$ cat src/rtl/pt_walker_pkg.sv
package pt_walker_pkg;

  typedef enum logic [1:0] {
    WK_IDLE  = 2'd0,
    WK_FETCH = 2'd1,
    WK_WAIT  = 2'd2
  } wk_state_e;

  localparam int PTE_VALID_BIT = 0;
  localparam int PTE_TABLE_BIT = 1;

endpackage

$ cat src/rtl/pt_canon_chk.sv
module pt_canon_chk #(
  parameter int AW   = 64,
  parameter int VA_W = 39
) (
  input  logic [AW-VA_W:0] va_hi,
  output logic             canon
);
  assign canon = (&va_hi) | ~(|va_hi);
endmodule

$ cat src/rtl/pt_index_gen.sv
module pt_index_gen #(
  parameter int          AW        = 64,
  parameter int          LEVELS    = 3,
  parameter int          IDX_W     = 9,
  parameter int          PTE_BYTES = 8,
  parameter int          LVL_W     = 2,
  parameter logic [63:0] MEM_SIZE  = 64'h10_0000
) (
  input  logic [LEVELS*IDX_W-1:0] vpn,
  input  logic [AW-1:0]           base,
  input  logic [LVL_W-1:0]        level,
  output logic [AW-1:0]           ent_addr,
  output logic                    addr_ok
);
  localparam int          PTE_SHIFT = $clog2(PTE_BYTES);
  localparam logic [AW-1:0] MEM_LIM = AW'(MEM_SIZE);

  logic [IDX_W-1:0] idx_at [LEVELS];
  logic [IDX_W-1:0] idx_sel;

  for (genvar l = 0; l < LEVELS; l++) begin : g_idx
    localparam int LO = (LEVELS - 1 - l) * IDX_W;
    assign idx_at[l] = vpn[LO +: IDX_W];
  end

  always_comb begin
    idx_sel = '0;
    for (int l = 0; l < LEVELS; l++) begin
      if (level == LVL_W'(l)) idx_sel = idx_at[l];
    end
  end

  assign ent_addr = base + (AW'(idx_sel) << PTE_SHIFT);
  assign addr_ok  = ent_addr < MEM_LIM;
endmodule

$ cat src/rtl/pt_leaf_fold.sv
module pt_leaf_fold #(
  parameter int          AW       = 64,
  parameter int          LEVELS   = 3,
  parameter int          IDX_W    = 9,
  parameter int          PG_SHIFT = 12,
  parameter int          LVL_W    = 2,
  parameter logic [63:0] MEM_SIZE = 64'h10_0000
) (
  input  logic [(LEVELS-1)*IDX_W-1:0] vpn_low,
  input  logic [AW-1:0]               entry,
  input  logic [LVL_W-1:0]            level,
  output logic [AW-1:0]               folded,
  output logic                        page_ok
);
  localparam logic [AW-1:0] MEM_LIM = AW'(MEM_SIZE);

  logic [AW-1:0] fill_at [LEVELS];
  logic [AW-1:0] fill_sel;
  logic [AW-1:0] page_base;

  for (genvar l = 0; l < LEVELS; l++) begin : g_fill
    localparam int LOW = (LEVELS - 1 - l) * IDX_W;
    if (LOW == 0) begin : g_leaf4k
      assign fill_at[l] = '0;
    end else begin : g_super
      assign fill_at[l] = AW'(vpn_low[LOW-1:0]) << PG_SHIFT;
    end
  end

  always_comb begin
    fill_sel = '0;
    for (int l = 0; l < LEVELS; l++) begin
      if (level == LVL_W'(l)) fill_sel = fill_at[l];
    end
  end

  assign folded    = entry | fill_sel;
  assign page_base = {folded[AW-1:PG_SHIFT], {PG_SHIFT{1'b0}}};
  assign page_ok   = page_base < MEM_LIM;
endmodule

$ cat src/rtl/pt_walker.sv
module pt_walker
  import pt_walker_pkg::*;
#(
  parameter int          AW        = 64,
  parameter int          VA_W      = 39,
  parameter int          LEVELS    = 3,
  parameter int          IDX_W     = 9,
  parameter int          PG_SHIFT  = 12,
  parameter int          PTE_BYTES = 8,
  parameter logic [63:0] MEM_SIZE  = 64'h10_0000
) (
  input  logic          clk,
  input  logic          rst_n,
  input  logic [AW-1:0] pt_root,
  input  logic          in_valid,
  output logic          in_ready,
  input  logic [AW-1:0] in_vaddr,
  output logic          done,
  output logic [AW-1:0] pte,
  output logic          mem_req,
  output logic [AW-1:0] mem_addr,
  input  logic          mem_rvalid,
  input  logic [AW-1:0] mem_rdata
);
  localparam int                 VPN_W  = LEVELS * IDX_W;
  localparam int                 FOLD_W = (LEVELS - 1) * IDX_W;
  localparam int                 LVL_W  = (LEVELS > 1) ? $clog2(LEVELS) : 1;
  localparam logic [LVL_W-1:0]   LAST   = LVL_W'(LEVELS - 1);

  wk_state_e        state_q;
  logic [VPN_W-1:0] vpn_q;
  logic [AW-1:0]    base_q;
  logic [LVL_W-1:0] lvl_q;
  logic             done_q;
  logic [AW-1:0]    pte_q;

  logic             canon;
  logic [AW-1:0]    ent_addr;
  logic             addr_ok;
  logic [AW-1:0]    folded;
  logic             page_ok;
  logic             unused_pgoff;

  assign unused_pgoff = ^in_vaddr[PG_SHIFT-1:0];

  pt_canon_chk #(.AW(AW), .VA_W(VA_W)) u_canon (
    .va_hi (in_vaddr[AW-1:VA_W-1]),
    .canon (canon)
  );

  pt_index_gen #(
    .AW(AW), .LEVELS(LEVELS), .IDX_W(IDX_W), .PTE_BYTES(PTE_BYTES),
    .LVL_W(LVL_W), .MEM_SIZE(MEM_SIZE)
  ) u_index (
    .vpn      (vpn_q),
    .base     (base_q),
    .level    (lvl_q),
    .ent_addr (ent_addr),
    .addr_ok  (addr_ok)
  );

  pt_leaf_fold #(
    .AW(AW), .LEVELS(LEVELS), .IDX_W(IDX_W), .PG_SHIFT(PG_SHIFT),
    .LVL_W(LVL_W), .MEM_SIZE(MEM_SIZE)
  ) u_fold (
    .vpn_low (vpn_q[FOLD_W-1:0]),
    .entry   (mem_rdata),
    .level   (lvl_q),
    .folded  (folded),
    .page_ok (page_ok)
  );

  assign in_ready = (state_q == WK_IDLE);
  assign mem_req  = (state_q == WK_FETCH) && addr_ok;
  assign mem_addr = ent_addr;
  assign done     = done_q;
  assign pte      = pte_q;

  always_ff @(posedge clk) begin
    if (!rst_n) begin
      state_q <= WK_IDLE;
      vpn_q   <= '0;
      base_q  <= '0;
      lvl_q   <= '0;
      done_q  <= 1'b0;
      pte_q   <= '0;
    end else begin
      done_q <= 1'b0;
      pte_q  <= '0;
      unique case (state_q)
        WK_IDLE: begin
          if (in_valid) begin
            if (canon) begin
              vpn_q   <= in_vaddr[PG_SHIFT +: VPN_W];
              base_q  <= pt_root;
              lvl_q   <= '0;
              state_q <= WK_FETCH;
            end else begin
              done_q <= 1'b1;
            end
          end
        end
        WK_FETCH: begin
          if (addr_ok) begin
            state_q <= WK_WAIT;
          end else begin
            done_q  <= 1'b1;
            state_q <= WK_IDLE;
          end
        end
        WK_WAIT: begin
          if (mem_rvalid) begin
            if (!mem_rdata[PTE_VALID_BIT]) begin
              done_q  <= 1'b1;
              state_q <= WK_IDLE;
            end else if (mem_rdata[PTE_TABLE_BIT]) begin
              if (lvl_q == LAST) begin
                done_q  <= 1'b1;
                state_q <= WK_IDLE;
              end else begin
                base_q  <= {mem_rdata[AW-1:PG_SHIFT], {PG_SHIFT{1'b0}}};
                lvl_q   <= lvl_q + LVL_W'(1);
                state_q <= WK_FETCH;
              end
            end else begin
              done_q  <= 1'b1;
              pte_q   <= page_ok ? folded : '0;
              state_q <= WK_IDLE;
            end
          end
        end
        default: state_q <= WK_IDLE;
      endcase
    end
  end
endmodule

$ cat config.mk
export PLATFORM = sky130hd
export DESIGN_NAME = pt_walker
export DESIGN_NICKNAME = d
export VERILOG_FILES = /design/src/rtl/pt_walker_pkg.sv /design/src/rtl/pt_canon_chk.sv /design/src/rtl/pt_index_gen.sv /design/src/rtl/pt_leaf_fold.sv /design/src/rtl/pt_walker.sv
export SDC_FILE = /design/constraint.sdc
export NUM_CORES = 1
export LEC_CHECK = 0
export ABC_AREA = 1
export BUFFER_PORTS_ARGS = -buffer_cell sky130_fd_sc_hd__buf_2
export CORE_MARGIN = 2
export CORE_UTILIZATION = 45
export CTS_BUF_LIST = sky130_fd_sc_hd__clkbuf_4 sky130_fd_sc_hd__clkbuf_8 sky130_fd_sc_hd__clkbuf_16
export DETAILED_ROUTE_END_ITERATION = 10
export GPL_TIMING_DRIVEN = 0
export PLACE_DENSITY = 0.74
export SLEW_MARGIN = 30
export SYNTH_ARGS = -nofsm -noshare
export SYNTH_HDL_FRONTEND = slang
export SYNTH_SLANG_ARGS = --single-unit
$ cat constraint.sdc
create_clock -name clk -period 4.2 [get_ports clk]
set_input_delay 0 -clock clk [delete_from_list [all_inputs] [get_ports clk]]
set_output_delay 0 -clock clk [all_outputs]
set_load 0.05 [all_outputs]
==> results of run 1 <==
==> registers in the layout, summed over array words and instances (netlist names) <==
signal	flops
vpn_q	27
state_q	2
base_q	64
pte	64
lvl_q	2
done	1
==> placed cells by master, fill, tap and decap left out, drive strengths merged <==
cell and count:
diode 1, buf 352, nor2 166, o32ai 1, nor3 4, o31ai 8
a311oi 2, o21ai 55, a21oi 40, a31oi 56, dfxtp 160, clkinv 10
inv 144, nand3b 14, fa 1, a22oi 1, ha 12, conb 45
nand3 73, xnor2 5, nand2 473, clkbuf 49, or2 2, nor4 17
and2 4, or4 1, a211oi 2, o211ai 1, xor2 22, nand4 32
clkinvlp 3, dlygate4sd3 155
==> layout make-up <==
| type | count | area share (%) |
|---|---|---|
| clock buffer | 17 | 3.14 |
| sequential | 160 | 23.7 |
| buffer | 50 | 1.84 |
| multi-input combinational | 1037 | 39.4 |
| tap | 265 | 2.45 |
| timing repair buffer | 489 | 24.2 |
| timing repair inverter | 1 | 0.0369 |
| antenna | 1 | 0.0185 |
| clock inverter | 15 | 1.26 |
| inverter | 141 | 4.00 |
==> cells by family after synthesis <==
group / after synthesis
AO/OA/AOI/OAI: 166
XOR/XNOR: 27
adder cells (fa/ha/maj): 13
buffers and inverters: 191
flip-flops: 160
other: 1
AND/OR/NAND/NOR: 786
==> through the flow <==
step | instances | power, uW | utilization [%] | setup WS, ns
after global placement | 1967 | 1840 | 56.2 | -0.700
after floorplan | 1388 | 1700 | - | 0.119
after detailed placement | 1967 | 1840 | 56.2 | -0.800
final | 2176 | 3440 | 70.3 | 0.119
after global routing | 2175 | 3520 | 70.3 | -0.0391
after CTS | 2168 | 3430 | 68.9 | 0.00314
==> how the worst max path moves through the flow <==
stage               to  slack, ns  cells after the start
6_report       mem_req       0.12                     22
5_1_grt        mem_req      -0.04                     26
4_1_cts        mem_req      0.003                     26
3_5_place_dp   mem_req      -0.80                     21
3_3_place_gp   mem_req      -0.70                     25
2_1_floorplan  mem_req       0.12                     25
==> layer usage <==
metal | GRT usage (%) | wire length, um
met1 | 41.3 | 14500
met2 | 60.4 | 18000
met3 | 7.66 | 3050
met4 | 17.4 | 1770
met5 | 0 | 23
==> report_power, final <==
| group | leakage, uW | switching, uW | internal (uW) |
|---|---|---|---|
| combinational | 0.00511 | 197 | 158 |
| clock | 0.000281 | 741 | 798 |
| sequential | 0.00131 | 4.89 | 1540 |
==> cell usage after synthesis (all sizes together) <==
library cell and n:
dfxtp 160, o21ai 55, xnor2 5, and2 4, inv 137, nor3 4
a211oi 2, a22oi 1, ha 12, a31oi 56, fa 1, a311oi 2
o211ai 1, o31ai 8, o32ai 1, nand3 73, conb 1, nor4 17
or2 2, buf 19, or4 1, nor2 166, nand2 473, nand3b 14
a21oi 40, clkbuf 31, clkinv 4, xor2 22, nand4 32
==> timing repair <==
item,in CTS,in global routing
endpoints found under the hold margin,111,0
setup endpoints to repair,46,1
hold buffers,155,0
resized for setup,43,49
gates cloned,1,1
pin swaps,10,25
buffers inserted,13,6
==> worst register-to-register path: stages, from the launching register on <==
cell and delay (ns):
sky130_fd_sc_hd__dfxtp_4 0.38, sky130_fd_sc_hd__inv_4 0.05, sky130_fd_sc_hd__ha_4 0.16, sky130_fd_sc_hd__buf_8 0.12
sky130_fd_sc_hd__a21oi_4 0.17, sky130_fd_sc_hd__clkinv_4 0.14, sky130_fd_sc_hd__o31ai_4 0.22, sky130_fd_sc_hd__ha_2 0.24
sky130_fd_sc_hd__inv_2 0.04, sky130_fd_sc_hd__fa_2 0.37, sky130_fd_sc_hd__inv_2 0.07, sky130_fd_sc_hd__nand2_1 0.04
sky130_fd_sc_hd__nand2_1 0.07, sky130_fd_sc_hd__and2_4 0.17, sky130_fd_sc_hd__nand2_4 0.06, sky130_fd_sc_hd__nand3_4 0.16
sky130_fd_sc_hd__nand3_1 0.09, sky130_fd_sc_hd__nand2_1 0.06, sky130_fd_sc_hd__nand2_1 0.07, sky130_fd_sc_hd__nor2_2 0.17
sky130_fd_sc_hd__nand2_1 0.07, sky130_fd_sc_hd__nor2_1 0.08, sky130_fd_sc_hd__nand2_1 0.08, sky130_fd_sc_hd__nor2_4 0.18
sky130_fd_sc_hd__buf_4 0.15, sky130_fd_sc_hd__nand2_1 0.04, sky130_fd_sc_hd__nand2_1 0.08, sky130_fd_sc_hd__a21oi_1 0.06
==> results.toml, run 1 <==
[die]
rows = 51
die_width_um = 144
io_pins = 327
die_y_um = 144
design.die.area_mm2 = 0.0206
start_util_pct = 45.5
core-area_mm2 = 0.0193

[final_layout]
fin_nets = 2106
flow.area_growth_from_synthesis_pct = 54.5
regArea_mm2 = 0.00321
multi_input_comb_area_mm2 = 0.00534
final_layout_size_suffix_gt1_share_pct = 27.0
layout.filler_cells = 1619
total_non_filler_cell_area_in_the_finished_layout_mm2 = 0.0136

[placement]
place.gp.congestion = 0.974
buffer_ports.inserted = 314
post-dp-hpwl_um = 27700
placedInstanceArea_mm2 = 0.0108

[timing]
clock_skew_ns = 0.00831
unrepaired_setup_endpoints_after_global_routing = "yes"
whs_ns = 0.0177
timing.final.crit_share_pct = 97.2
max_freq_ghz = 0.245
finalSetupViolations = 0
tns_ns = 0
slew_headroom_pct = 53.5
worst-slew-pin-transition_ns = 0.698
final_max_slew_viol_count = 0
finalWorstPathRequiredPeriod_ns = 4.08
timing_hold_violations_final = 0

[global_routing]
via_count_of_the_first_global_routing_pass = 10900
grt.total_usage_pct = 35.1
pin_count_of_the_biggest_net_entering_global_routing = 19
antenna_found_initial = 3
grt_pass1_wl_um = 55600
grt.overflow.total = 0

[route]
num_vias = 11400
detail_route.iter0.violations = 971
drc_errors = 0
route.antenna.remaining_nets = 0
wl_um = 37300
drt_pass1_iterations = 6
vias_per_cell = 5.26
route.detailed.wl_per_inst_um = 17.2

[hold_path]
timing.hold.worst_path_depth = 5
hp-class = "in -> reg"
hold_end = "base_q[60]"
hp-start = "mem_rdata[60]"

[critical_path]
critical_path.cell_chain = "inv_4 > ha_4 > buf_8 > a21oi_4 > clkinv_4 > o31ai_4 > ha_2 > inv_2 > fa_2 > inv_2 > nand2_1 > nand2_1 > and2_4 > nand2_4 > nand3_4 > nand2_2 > xor2_2 > nand4_1 > nor3_4 > nand3_2 > inv_2 > buf_8"
critical_path_buffer_and_inverter_count = 7
r2r-start = "lvl_q[0]"
path_common_cell = "sky130_fd_sc_hd__inv_2"
critPathTopFamily = "simple AND/OR/NAND/NOR gates"
worst_ep_required_time_ns = 4.20
cp_max_delay_cell = "sky130_fd_sc_hd__dfxtp_4"
end_kind = "output port"
ff2ff_path_depth = 27
critical_path_class = "reg -> out"
crit_path_start = "lvl_q[0]"
r2r_setup_slk_ns = 0.47
worstReg2RegEnd = "done"
worst_path_largest_cell_delay_ns = 0.38
critical_path.startpoint_type = "flip-flop"
crit_path_max_fanout = 7
worst-endpoint-arrival_ns = 4.08

[synthesis]
dominant_combinational_cell_family_by_area_after_synthesis = "simple AND/OR/NAND/NOR gates"
postSynthAreaPerCell_um2 = 6.53
synth_xor_area_share_pct = 2.70
synth_area_leader_cell = "sky130_fd_sc_hd__dfxtp_1"
synth.area.top_cells = "sky130_fd_sc_hd__dfxtp_1 (37%), sky130_fd_sc_hd__nand2_1 (19%), sky130_fd_sc_hd__nor2_1 (5.8%), sky130_fd_sc_hd__inv_1 (5.5%), sky130_fd_sc_hd__a31oi_1 (4.0%)"
synth_top_area_share_pct = 36.5
seq_area_frac_synth_pct = 36.5
synthesized_area_fraction_occupied_by_ao_oa_aoi_and_oai_cells_pct = 10.9
muxShareOfSynthArea_pct = 0
post_synth_fa_ha_maj_area_fraction_pct = 1.94
synth.lib_cells_used.distinct = 43
post_synthesis_register_bit_count = 160
ys.warnings.count = 0
post_synth_and_or_nand_nor_area_fraction_pct = 39.2
syn-instance-count = 1344
synth.cell_area_mm2 = 0.00877

[cts]
cts_root_buffer = "sky130_fd_sc_hd__clkbuf_16"
tritoncts = "built"
cts-htree-levels = 4
cts.clk_slew.worst_paths_ns = 0.07
clock_path_buffers = 2
clock_buffer_count_from_cts = 17
clock-sinks = 160
clock_latency_ns = 0.43

[power]
power_leakage_uw = 0.00669
p_per_area_mw_per_mm2 = 254
max-vdd-ir-drop_v = 0.000283

[run_status]
run_status = "complete, no violations"

[flow_run]
max-cap-violations = 0
(Power assumes the default switching activity.)
==> inputs of run 2 (changes only) <==
Settings changed: REMOVE_ABC_BUFFERS from default to 1.
==> results.toml, run 2 (synthesis results as in run 1) <==
[route]
detail_route.iter0.violations = 911
route.detailed.wl_per_inst_um = 16.6
route.antenna.remaining_nets = 0
num_vias = 11000
vias_per_cell = 5.18
drt_pass1_iterations = 8
wl_um = 35400
drc_errors = 0

[global_routing]
antenna_found_initial = 2
grt_pass1_wl_um = 52700
grt.overflow.total = 0
grt.total_usage_pct = 33.0
via_count_of_the_first_global_routing_pass = 10300
pin_count_of_the_biggest_net_entering_global_routing = 107

[critical_path]
worst_ep_required_time_ns = 4.20
critPathTopFamily = "simple AND/OR/NAND/NOR gates"
cp_max_delay_cell = "sky130_fd_sc_hd__dfxtp_4"
path_common_cell = "sky130_fd_sc_hd__nand2_1"
r2r-start = "lvl_q[0]"
end_kind = "output port"
crit_path_max_fanout = 10
crit_path_start = "lvl_q[0]"
worst-endpoint-arrival_ns = 4.07
r2r_setup_slk_ns = 0.53
worst_path_largest_cell_delay_ns = 0.37
critical_path_class = "reg -> out"
critical_path_buffer_and_inverter_count = 8
critical_path.startpoint_type = "flip-flop"

[hold_path]
hp-class = "in -> reg"
hp-start = "mem_rdata[60]"

[placement]
place.gp.congestion = 0.982
buffer_ports.inserted = 314
post-dp-hpwl_um = 24700
placedInstanceArea_mm2 = 0.0106
dp.cells = 1918

[final_layout]
fin_nets = 2060
layout.core_utilization_pct = 69.0
layout.filler_cells = 1616
total_non_filler_cell_area_in_the_finished_layout_mm2 = 0.0133
most_frequent_cells_in_the_layout = "sky130_fd_sc_hd__nand2_1 (441), sky130_fd_sc_hd__buf_2 (312), sky130_fd_sc_hd__dfxtp_1 (158), sky130_fd_sc_hd__dlygate4sd3_1 (158), sky130_fd_sc_hd__nor2_1 (131)"
mostFrequentLayoutCell = "sky130_fd_sc_hd__nand2_1"
final_layout_size_suffix_gt1_share_pct = 25.8
flow.area_growth_from_synthesis_pct = 51.5
post_layout_nonfiller_instances = 2131

[timing]
finalSetupViolations = 0
slew_headroom_pct = 42.2
timing.final.crit_share_pct = 96.9
finalWorstPathRequiredPeriod_ns = 4.07
timing_hold_violations_final = 0
clock_skew_ns = 0.0136
final_max_slew_viol_count = 0
max_freq_ghz = 0.246
worst-slew-pin-transition_ns = 0.859
tns_ns = 0

[cts]
cts_root_buffer = "sky130_fd_sc_hd__clkbuf_16"
clock_latency_ns = 0.43
clock_path_buffers = 2
clock_buffer_count_from_cts = 17
cts-htree-levels = 4
cts.clk_slew.worst_paths_ns = 0.07
tritoncts = "built"
clock-sinks = 160

[die]
core-area_mm2 = 0.0193
rows = 51
design.die.area_mm2 = 0.0206
die_width_um = 144
io_pins = 327
start_util_pct = 45.5
die_y_um = 144

[power]
power_leakage_uw = 0.00656
max-vdd-ir-drop_v = 0.000362
p_per_area_mw_per_mm2 = 262

[run_status]
run_status = "complete, no violations"

[flow_run]
max-cap-violations = 0
## run 2: cell count changes in the layout (fill, tap and decap cells not counted), moves of 4 or more
cell,delta
sky130_fd_sc_hd__clkbuf_1,-31
sky130_fd_sc_hd__buf_2,-11
sky130_fd_sc_hd__xor2_1,+4
sky130_fd_sc_hd__buf_4,-4
sky130_fd_sc_hd__xor2_2,-4
sky130_fd_sc_hd__nand2_1,+5
sky130_fd_sc_hd__inv_2,-6
## run 2: where the power goes
| part | leakage, uW | switching (uW) | internal [uW] |
|---|---|---|---|
| Combinational | 0.00496 | 189 | 156 |
| Clock | 0.000294 | 769 | 818 |
| Sequential | 0.00131 | 5.92 | 1540 |
| Total | 0.00656 | 964 | 2510 |
## run 2: timing repair
item / in CTS / in global routing
cloned: 0 / 1
endpoints found under the hold margin: 111 / 0
pin swaps: 2 / 14
endpoints found under the setup margin: 62 / 48
setup buffers: 4 / 16
resized for setup: 28 / 37
hold buffers: 158 / 0
## run 2: worst paths after layout
check          endpoint  cells after the start
max             mem_req                     25
min          base_q[60]                      5
max reg2reg        done                     25
min reg2reg   base_q[1]                      2
## run 2: worst reg2reg max path, stage by stage, from the launching register on
cell and delay, ns:
sky130_fd_sc_hd__dfxtp_4 0.37, sky130_fd_sc_hd__inv_4 0.08, sky130_fd_sc_hd__ha_4 0.16, sky130_fd_sc_hd__inv_1 0.07, sky130_fd_sc_hd__a21oi_4 0.21, sky130_fd_sc_hd__clkinv_4 0.13, sky130_fd_sc_hd__buf_12 0.15, sky130_fd_sc_hd__o31ai_4 0.24
sky130_fd_sc_hd__ha_1 0.35, sky130_fd_sc_hd__nand2_1 0.10, sky130_fd_sc_hd__nand2_1 0.09, sky130_fd_sc_hd__inv_1 0.09, sky130_fd_sc_hd__nand2_1 0.06, sky130_fd_sc_hd__nand2_1 0.11, sky130_fd_sc_hd__nand3_4 0.18, sky130_fd_sc_hd__buf_4 0.20
sky130_fd_sc_hd__nand4_1 0.07, sky130_fd_sc_hd__nand2_1 0.08, sky130_fd_sc_hd__nor2_1 0.10, sky130_fd_sc_hd__nand2_1 0.07, sky130_fd_sc_hd__nor2_2 0.13, sky130_fd_sc_hd__nand2_2 0.10, sky130_fd_sc_hd__nor2_4 0.16, sky130_fd_sc_hd__nand2_1 0.06
sky130_fd_sc_hd__nand2_1 0.07, sky130_fd_sc_hd__a21oi_1 0.08
## run 2: cell type report
class                           count  area (um^2)  area share [%]
Timing Repair Buffer              493         3360            25.3
Timing Repair inverter              1         5.00          0.0377
Clock buffer                       18          439            3.30
Inverter                          141          554            4.17
Antenna cell                        2         5.00          0.0377
Clock inverter                     14          163            1.22
Multi-Input combinational cell   1037         5230            39.3
Sequential cell                   160         3210            24.2
Tap cell                          265          332            2.49
## run 2: through the flow
step | total power (uW) | hold WS (ns) | setup slack [ns]
finish | 3480 | 0.0503 | 0.130
global route | 3580 | 0.0706 | -0.0519
CTS | 3480 | 0.0360 | 0.00108
detailed placement | 1830 | 0.220 | -1.08
global placement | 1830 | 0.215 | -1.06
floorplan | 1690 | 0.112 | -0.129
## run 2: routing by layer
layer	up-vias	GRT usage, %	share of wire, %
met1	5039	42.8	41
met2	588	53.4	46
li1	5313	-	-
met5	-	0	0
met4	0	13.9	4.2
met3	107	6.83	8.7
